==> config.mk <==
export PLATFORM = sky130hd
export DESIGN_NAME = tcvc_mapper
export DESIGN_NICKNAME = d
export VERILOG_FILES = /design/src/rtl/tcvc_pkg.sv /design/src/rtl/tcvc_match.sv /design/src/rtl/tcvc_prio.sv /design/src/rtl/tcvc_mapper.sv
export SDC_FILE = /design/constraint.sdc
export NUM_CORES = 1
export LEC_CHECK = 0
export ABC_AREA = 1
export BUFFER_PORTS_ARGS = -buffer_cell sky130_fd_sc_hd__buf_2
export CAP_MARGIN = 30
export CORE_MARGIN = 8
export CORE_UTILIZATION = 42
export CTS_BUF_LIST = sky130_fd_sc_hd__clkbuf_8
export DETAILED_ROUTE_END_ITERATION = 8
export HOLD_SLACK_MARGIN = 0.08
export PLACE_DENSITY = 0.83
export REMOVE_ABC_BUFFERS = 1
export SLEW_MARGIN = 10
export SYNTH_ARGS = -nofsm -noshare
export SYNTH_HDL_FRONTEND = slang
export SYNTH_HIERARCHICAL = 1
export SYNTH_SLANG_ARGS = --single-unit
==> constraint.sdc <==
create_clock -name clk -period 0.8 [get_ports clk]
set_input_delay 0.04 -clock clk [delete_from_list [all_inputs] [get_ports clk]]
set_output_delay 0.04 -clock clk [all_outputs]
set_load 0.005 [all_outputs]
==> src/rtl/tcvc_pkg.sv <==
package tcvc_pkg;
   localparam int TC_W    = 3;
   localparam int NUM_TC  = 1 << TC_W;
   localparam int VC_ID_W = 3;
   localparam int MAX_CH  = 1 << VC_ID_W;

   typedef struct packed {
      logic               accept;
      logic               malformed;
      logic [VC_ID_W-1:0] vc;
   } map_res_t;
endpackage

==> src/rtl/tcvc_match.sv <==
// Per-resource hit vector for one traffic class.
module tcvc_match
   import tcvc_pkg::*;
#(
   parameter int NUM_CH = 8
) (
   input  logic [TC_W-1:0]          tc,
   input  logic [NUM_CH*NUM_TC-1:0] tc_map,
   output logic [NUM_CH-1:0]        hit
);
   // resource 0 implicitly carries class 0
   assign hit[0] = (tc == '0) | tc_map[tc];

   for (genvar i = 1; i < NUM_CH; i++) begin : g_res
      assign hit[i] = tc_map[i*NUM_TC + int'(tc)];
   end
endmodule

==> src/rtl/tcvc_prio.sv <==
// Lowest-index-wins encoder.
module tcvc_prio #(
   parameter int N     = 8,
   localparam int IDX_W = (N > 1) ? $clog2(N) : 1
) (
   input  logic [N-1:0]     req,
   output logic [IDX_W-1:0] idx,
   output logic             found
);
   always_comb begin
      idx   = '0;
      found = 1'b0;
      for (int i = N - 1; i >= 0; i--) begin
         if (req[i]) begin
            idx   = IDX_W'(i);
            found = 1'b1;
         end
      end
   end
endmodule

==> src/rtl/tcvc_mapper.sv <==
module tcvc_mapper
   import tcvc_pkg::*;
#(
   parameter int NUM_CH = 8
) (
   input  logic                      clk,
   input  logic                      rst_n,
   input  logic                      in_valid,
   input  logic [TC_W-1:0]           in_tc,
   input  logic [NUM_CH-1:0]         ch_en,
   input  logic [NUM_CH*VC_ID_W-1:0] ch_id,
   input  logic [NUM_CH*NUM_TC-1:0]  tc_map,
   output logic [VC_ID_W-1:0]        out_vc,
   output logic                      out_accept,
   output logic                      out_malformed
);
   if (NUM_CH < 1 || NUM_CH > MAX_CH) begin : g_bad_num_ch
      $error("tcvc_mapper: NUM_CH must lie in 1..%0d", MAX_CH);
   end

   map_res_t nxt, res_q;

   if (NUM_CH == 1) begin : g_single
      // one resource: every class goes to channel 0
      logic unused_cfg;
      assign unused_cfg = ^{in_tc, ch_en, ch_id, tc_map};
      always_comb begin
         nxt        = '0;
         nxt.accept = in_valid;
      end
   end else begin : g_multi
      localparam int IDX_W = $clog2(NUM_CH);
      logic [NUM_CH-1:0] hit;
      logic [IDX_W-1:0]  win;
      logic              found;
      logic              win_on;
      logic              unused_cfg;

      // resource 0 enable and ID are fixed
      assign unused_cfg = ^{ch_en[0], ch_id[VC_ID_W-1:0]};

      tcvc_match #(.NUM_CH(NUM_CH)) u_match (
         .tc    (in_tc),
         .tc_map(tc_map),
         .hit   (hit)
      );

      tcvc_prio #(.N(NUM_CH)) u_prio (
         .req  (hit),
         .idx  (win),
         .found(found)
      );

      assign win_on = found && ((win == '0) || ch_en[win]);

      always_comb begin
         nxt = '0;
         if (in_valid) begin
            nxt.accept    = win_on;
            nxt.malformed = !win_on;
            if (win_on && win != '0)
               nxt.vc = ch_id[int'(win)*VC_ID_W +: VC_ID_W];
         end
      end
   end

   always_ff @(posedge clk or negedge rst_n) begin
      if (!rst_n) res_q <= '0;
      else        res_q <= nxt;
   end

   assign out_vc        = res_q.vc;
   assign out_accept    = res_q.accept;
   assign out_malformed = res_q.malformed;

   a_r3_excl_strobes: assert property (@(posedge clk) disable iff (!rst_n)
      !(out_accept && out_malformed));

   a_r1_strobe_follows_valid: assert property (@(posedge clk) disable iff (!rst_n)
      in_valid |=> (out_accept || out_malformed));

   a_r1_no_strobe_without_valid: assert property (@(posedge clk) disable iff (!rst_n)
      !in_valid |=> !(out_accept || out_malformed));

   a_r2_tc0_on_vc0: assert property (@(posedge clk) disable iff (!rst_n)
      (in_valid && in_tc == '0) |=> (out_accept && out_vc == '0));

   a_r5_malformed_vc_zero: assert property (@(posedge clk) disable iff (!rst_n)
      out_malformed |-> (out_vc == '0));
endmodule

==> run_results.csv <==
group,metric,value,unit
route,ant_nets,0,
setup_path,cp_slowest_stage_delay,0.21,ns
setup_path,critPathMostFrequentCell,"nand2_1",
pwr,powerDensity,941,nW/um^2
place,io_buffer_count,104,
layout,syn2layout_area_growth,74.3,%
pwr,p_switching,992,uW
clocking,cts_buffers,3,
timing,fin_crit,1.83,ns
yosys,syn_avg_cell_area,4.69,sq um
global_route,antenna_found_initial,0,
clocking,clock_path_buffers,2,
setup_path,crit_chain,"buf_12 > clkinv_8 > buf_8 > buf_6 > buf_4 > nand2_1 > nand3_1 > nand2_1 > nand2_1 > nand2_1 > inv_1 > a21oi_2 > buf_6 > inv_8 > nand2_2 > nand3_1 > nand2_1 > nand2_1 > nand4_1 > nor2_1",
route,wl,6.35,mm
floorplan,start_util,43.5,%
timing,setup_violations,5,
floorplan,dieArea,5600,sq um
timing,final_max_slew_viol_count,0,
pwr,pwr-share-seq,12.4,%
clocking,cts.sinks,5,
yosys,synth_top_cell_by_area,"nand2_1",
route,wl_per_cell,13.0,microns
pwr,peakVddDrop,0.000421,V
pwr,pwr-share-clk,18.9,%
timing,hold_violations,0,
route,vias,2359,
yosys,synth_area_leaders,"nand2_1 37%, nand3_1 18%, inv_1 18%",
global_route,grt_pass1_vias,2095,
yosys,ys_warn_count,6,
clocking,cts_root_buffer,"clkbuf_8",
global_route,track_usage,19.4,%
floorplan,die_w,74.8,microns
pwr,p_int,1.39,mW
setup_path,path_class,"in -> reg",
setup_path,end_kind,"register",
setup_path,cp_top_family,"buffers and inverters",
yosys,synth.distinct_cells,22,
global_route,overflow,0,
place,gp_congestion,0.860,
timing,fmax,0.546,GHz
yosys,yosysMostFrequentCell,"nand2_1",
place,dp.final_hpwl,4.24,mm
yosys,synth_top_area_share,37.2,%
pwr,p_leak,1.68,nW
yosys,ys_seq_elements,5,
layout,diodes,0,
run_status,violations,"negative setup slack",
yosys,synth_cells,310,
setup_path,cp-start-kind,"input pin",
pwr,fin_total_pwr,2.38,mW
worst_hold_path,hold_class,"in -> reg",
place,post_dp_cell_area,2130,sq um
run,maxCapViolCount,0,
route,detail_route.vias_per_cell,4.84,
layout,fin_area,2530,sq um
pwr,swShare,41.6,%
setup_path,cp_max_fo,8,
setup_path,slowest_stage,"buf_6",
floorplan,io_pins,107,
yosys,yosysSeqAreaShare,8.61,%
timing,rsz0062_at_grt,"true",
timing,fin_setup_tns,-5.01,ns
yosys,synthFlopType,"dfrtp_1",
place,place_inst,471,
route,drtPass1Iterations,4,
timing,relSlewSlack,81.6,%
pwr,comb_power_share,68.7,%
global_route,grt_start_max_net_pins,20,
setup_path,arrival,1.93,ns
route,drc,0,
layout,layout.cells.non_filler,487,
timing,setup_slack,-1.03,ns
layout,drive_gt1_share,44.4,%
layout,nNetsFinal,544,
clocking,htreeDepth,1,
floorplan,core_area,3340,sq um
timing,worst_slew_pin_slew,0.275,ns
yosys,synth.cell_area,1450,sq um
route,drtIter0Drc,122,
yosys,synth_edf_count,0,
floorplan,rows,21,
yosys,synthTopCellsByCount,"144 x nand2_1, 69 x inv_1, 52 x nand3_1",
timing,period_share,229,%
clocking,path_clk_slew,0.04,ns
run_status,status,"finished, violations left",
clocking,cts_tree,"built",
place,post-place-ws,-1.13,ns
floorplan,die_y,74.8,microns
global_route,grt_pass1_wl,8.87,mm
setup_path,cp.buffers_inverters,8,
setup_path,required,0.90,ns
yosys,async_flop_share,100,%
## timing repair
item / CTS / global route
endpoints found under the setup margin: 5 / 5
endpoints found under the hold margin: 5 / 0
pin swaps: 15 / 30
setup buffers: 1 / 5
cloned: 5 / 0
resized for setup: 39 / 38
hold buffers: 1 / 0
## placed cells by master (no fill, tap or decap), types with 2 or more instances in the layout
master,netlist,routed
nor2_2,0,3
nand4_1,2,2
nand2_1,144,123
buf_12,1,4
inv_1,69,64
inv_4,0,2
nand2_4,0,4
clkbuf_8,0,3
buf_16,0,2
nor2_1,10,6
buf_4,2,23
dfrtp_1,5,5
inv_2,1,5
nand3_2,1,13
nand3_1,52,40
buf_2,6,102
nand2_2,3,20
buf_6,4,6
## power groups by stage
| stage | logic [mW] | clock network (mW) | registers, mW |
|---|---|---|---|
| after floorplan | 0.658 | 0 | 0.305 |
| after global placement | 1.26 | 0 | 0.297 |
| after detailed placement | 1.29 | 0 | 0.298 |
| after CTS | 1.46 | 0.453 | 0.295 |
| after global routing | 1.80 | 0.487 | 0.300 |
| final | 1.64 | 0.452 | 0.295 |
## final timing paths
check,slack [ns],end,depth (start not counted),start
max,-1.03,out_vc[2],20,in_tc[0]
min,0.09,out_accept,3,in_valid
max in group asynchronous,0.51,out_malformed,2,rst_n
min in group asynchronous,0.16,out_vc[1],2,rst_n
## state kept, by name (all words and copies together) (netlist names)
name	cells
out_malformed	1
out_accept	1
out_vc	3
## metrics by stage
| step | utilization (%) | hold WS (ns) |
|---|---|---|
| 2_1_floorplan | - | -0.256 |
| 3_3_place_gp | 63.9 | -0.147 |
| 3_5_place_dp | 63.9 | -0.144 |
| 4_1_cts | 71.2 | 0.0846 |
| 5_1_grt | 75.9 | 0.0996 |
| 6_report | 75.9 | 0.0923 |
## layer usage
layer	part of all wire, %	up-vias	track usage [%]
met3	6.5	12	3.46
met2	54	92	35.9
li1	-	1180	-
met5	0	-	0
met4	1.7	0	5.65
met1	38	1075	21.8
## logic make-up (layout without fill, tap and decap cells)
| family | count (synthesis) | after routing | share of synthesized area, % |
|---|---|---|---|
| flip-flops | 5 | 5 | 8.61 |
| AND/OR/NAND/NOR | 215 | 215 | 62.2 |
| buffers and inverters | 86 | 217 | 27.7 |
| AO/OA/AOI/OAI | 4 | 4 | 1.46 |
## final cells by class
type,instances,area (sq um)
Multi-Input combinational cell,219,1080
Timing Repair Buffer,139,911
Fill cell,268,805
Inverter,72,299
Sequential cell,5,125
Tap cell,46,57.6
Clock buffer,3,41.3
Timing Repair inverter,2,12.5
Clock inverter,1,3.75
Power figures use the tool's default switching activity.
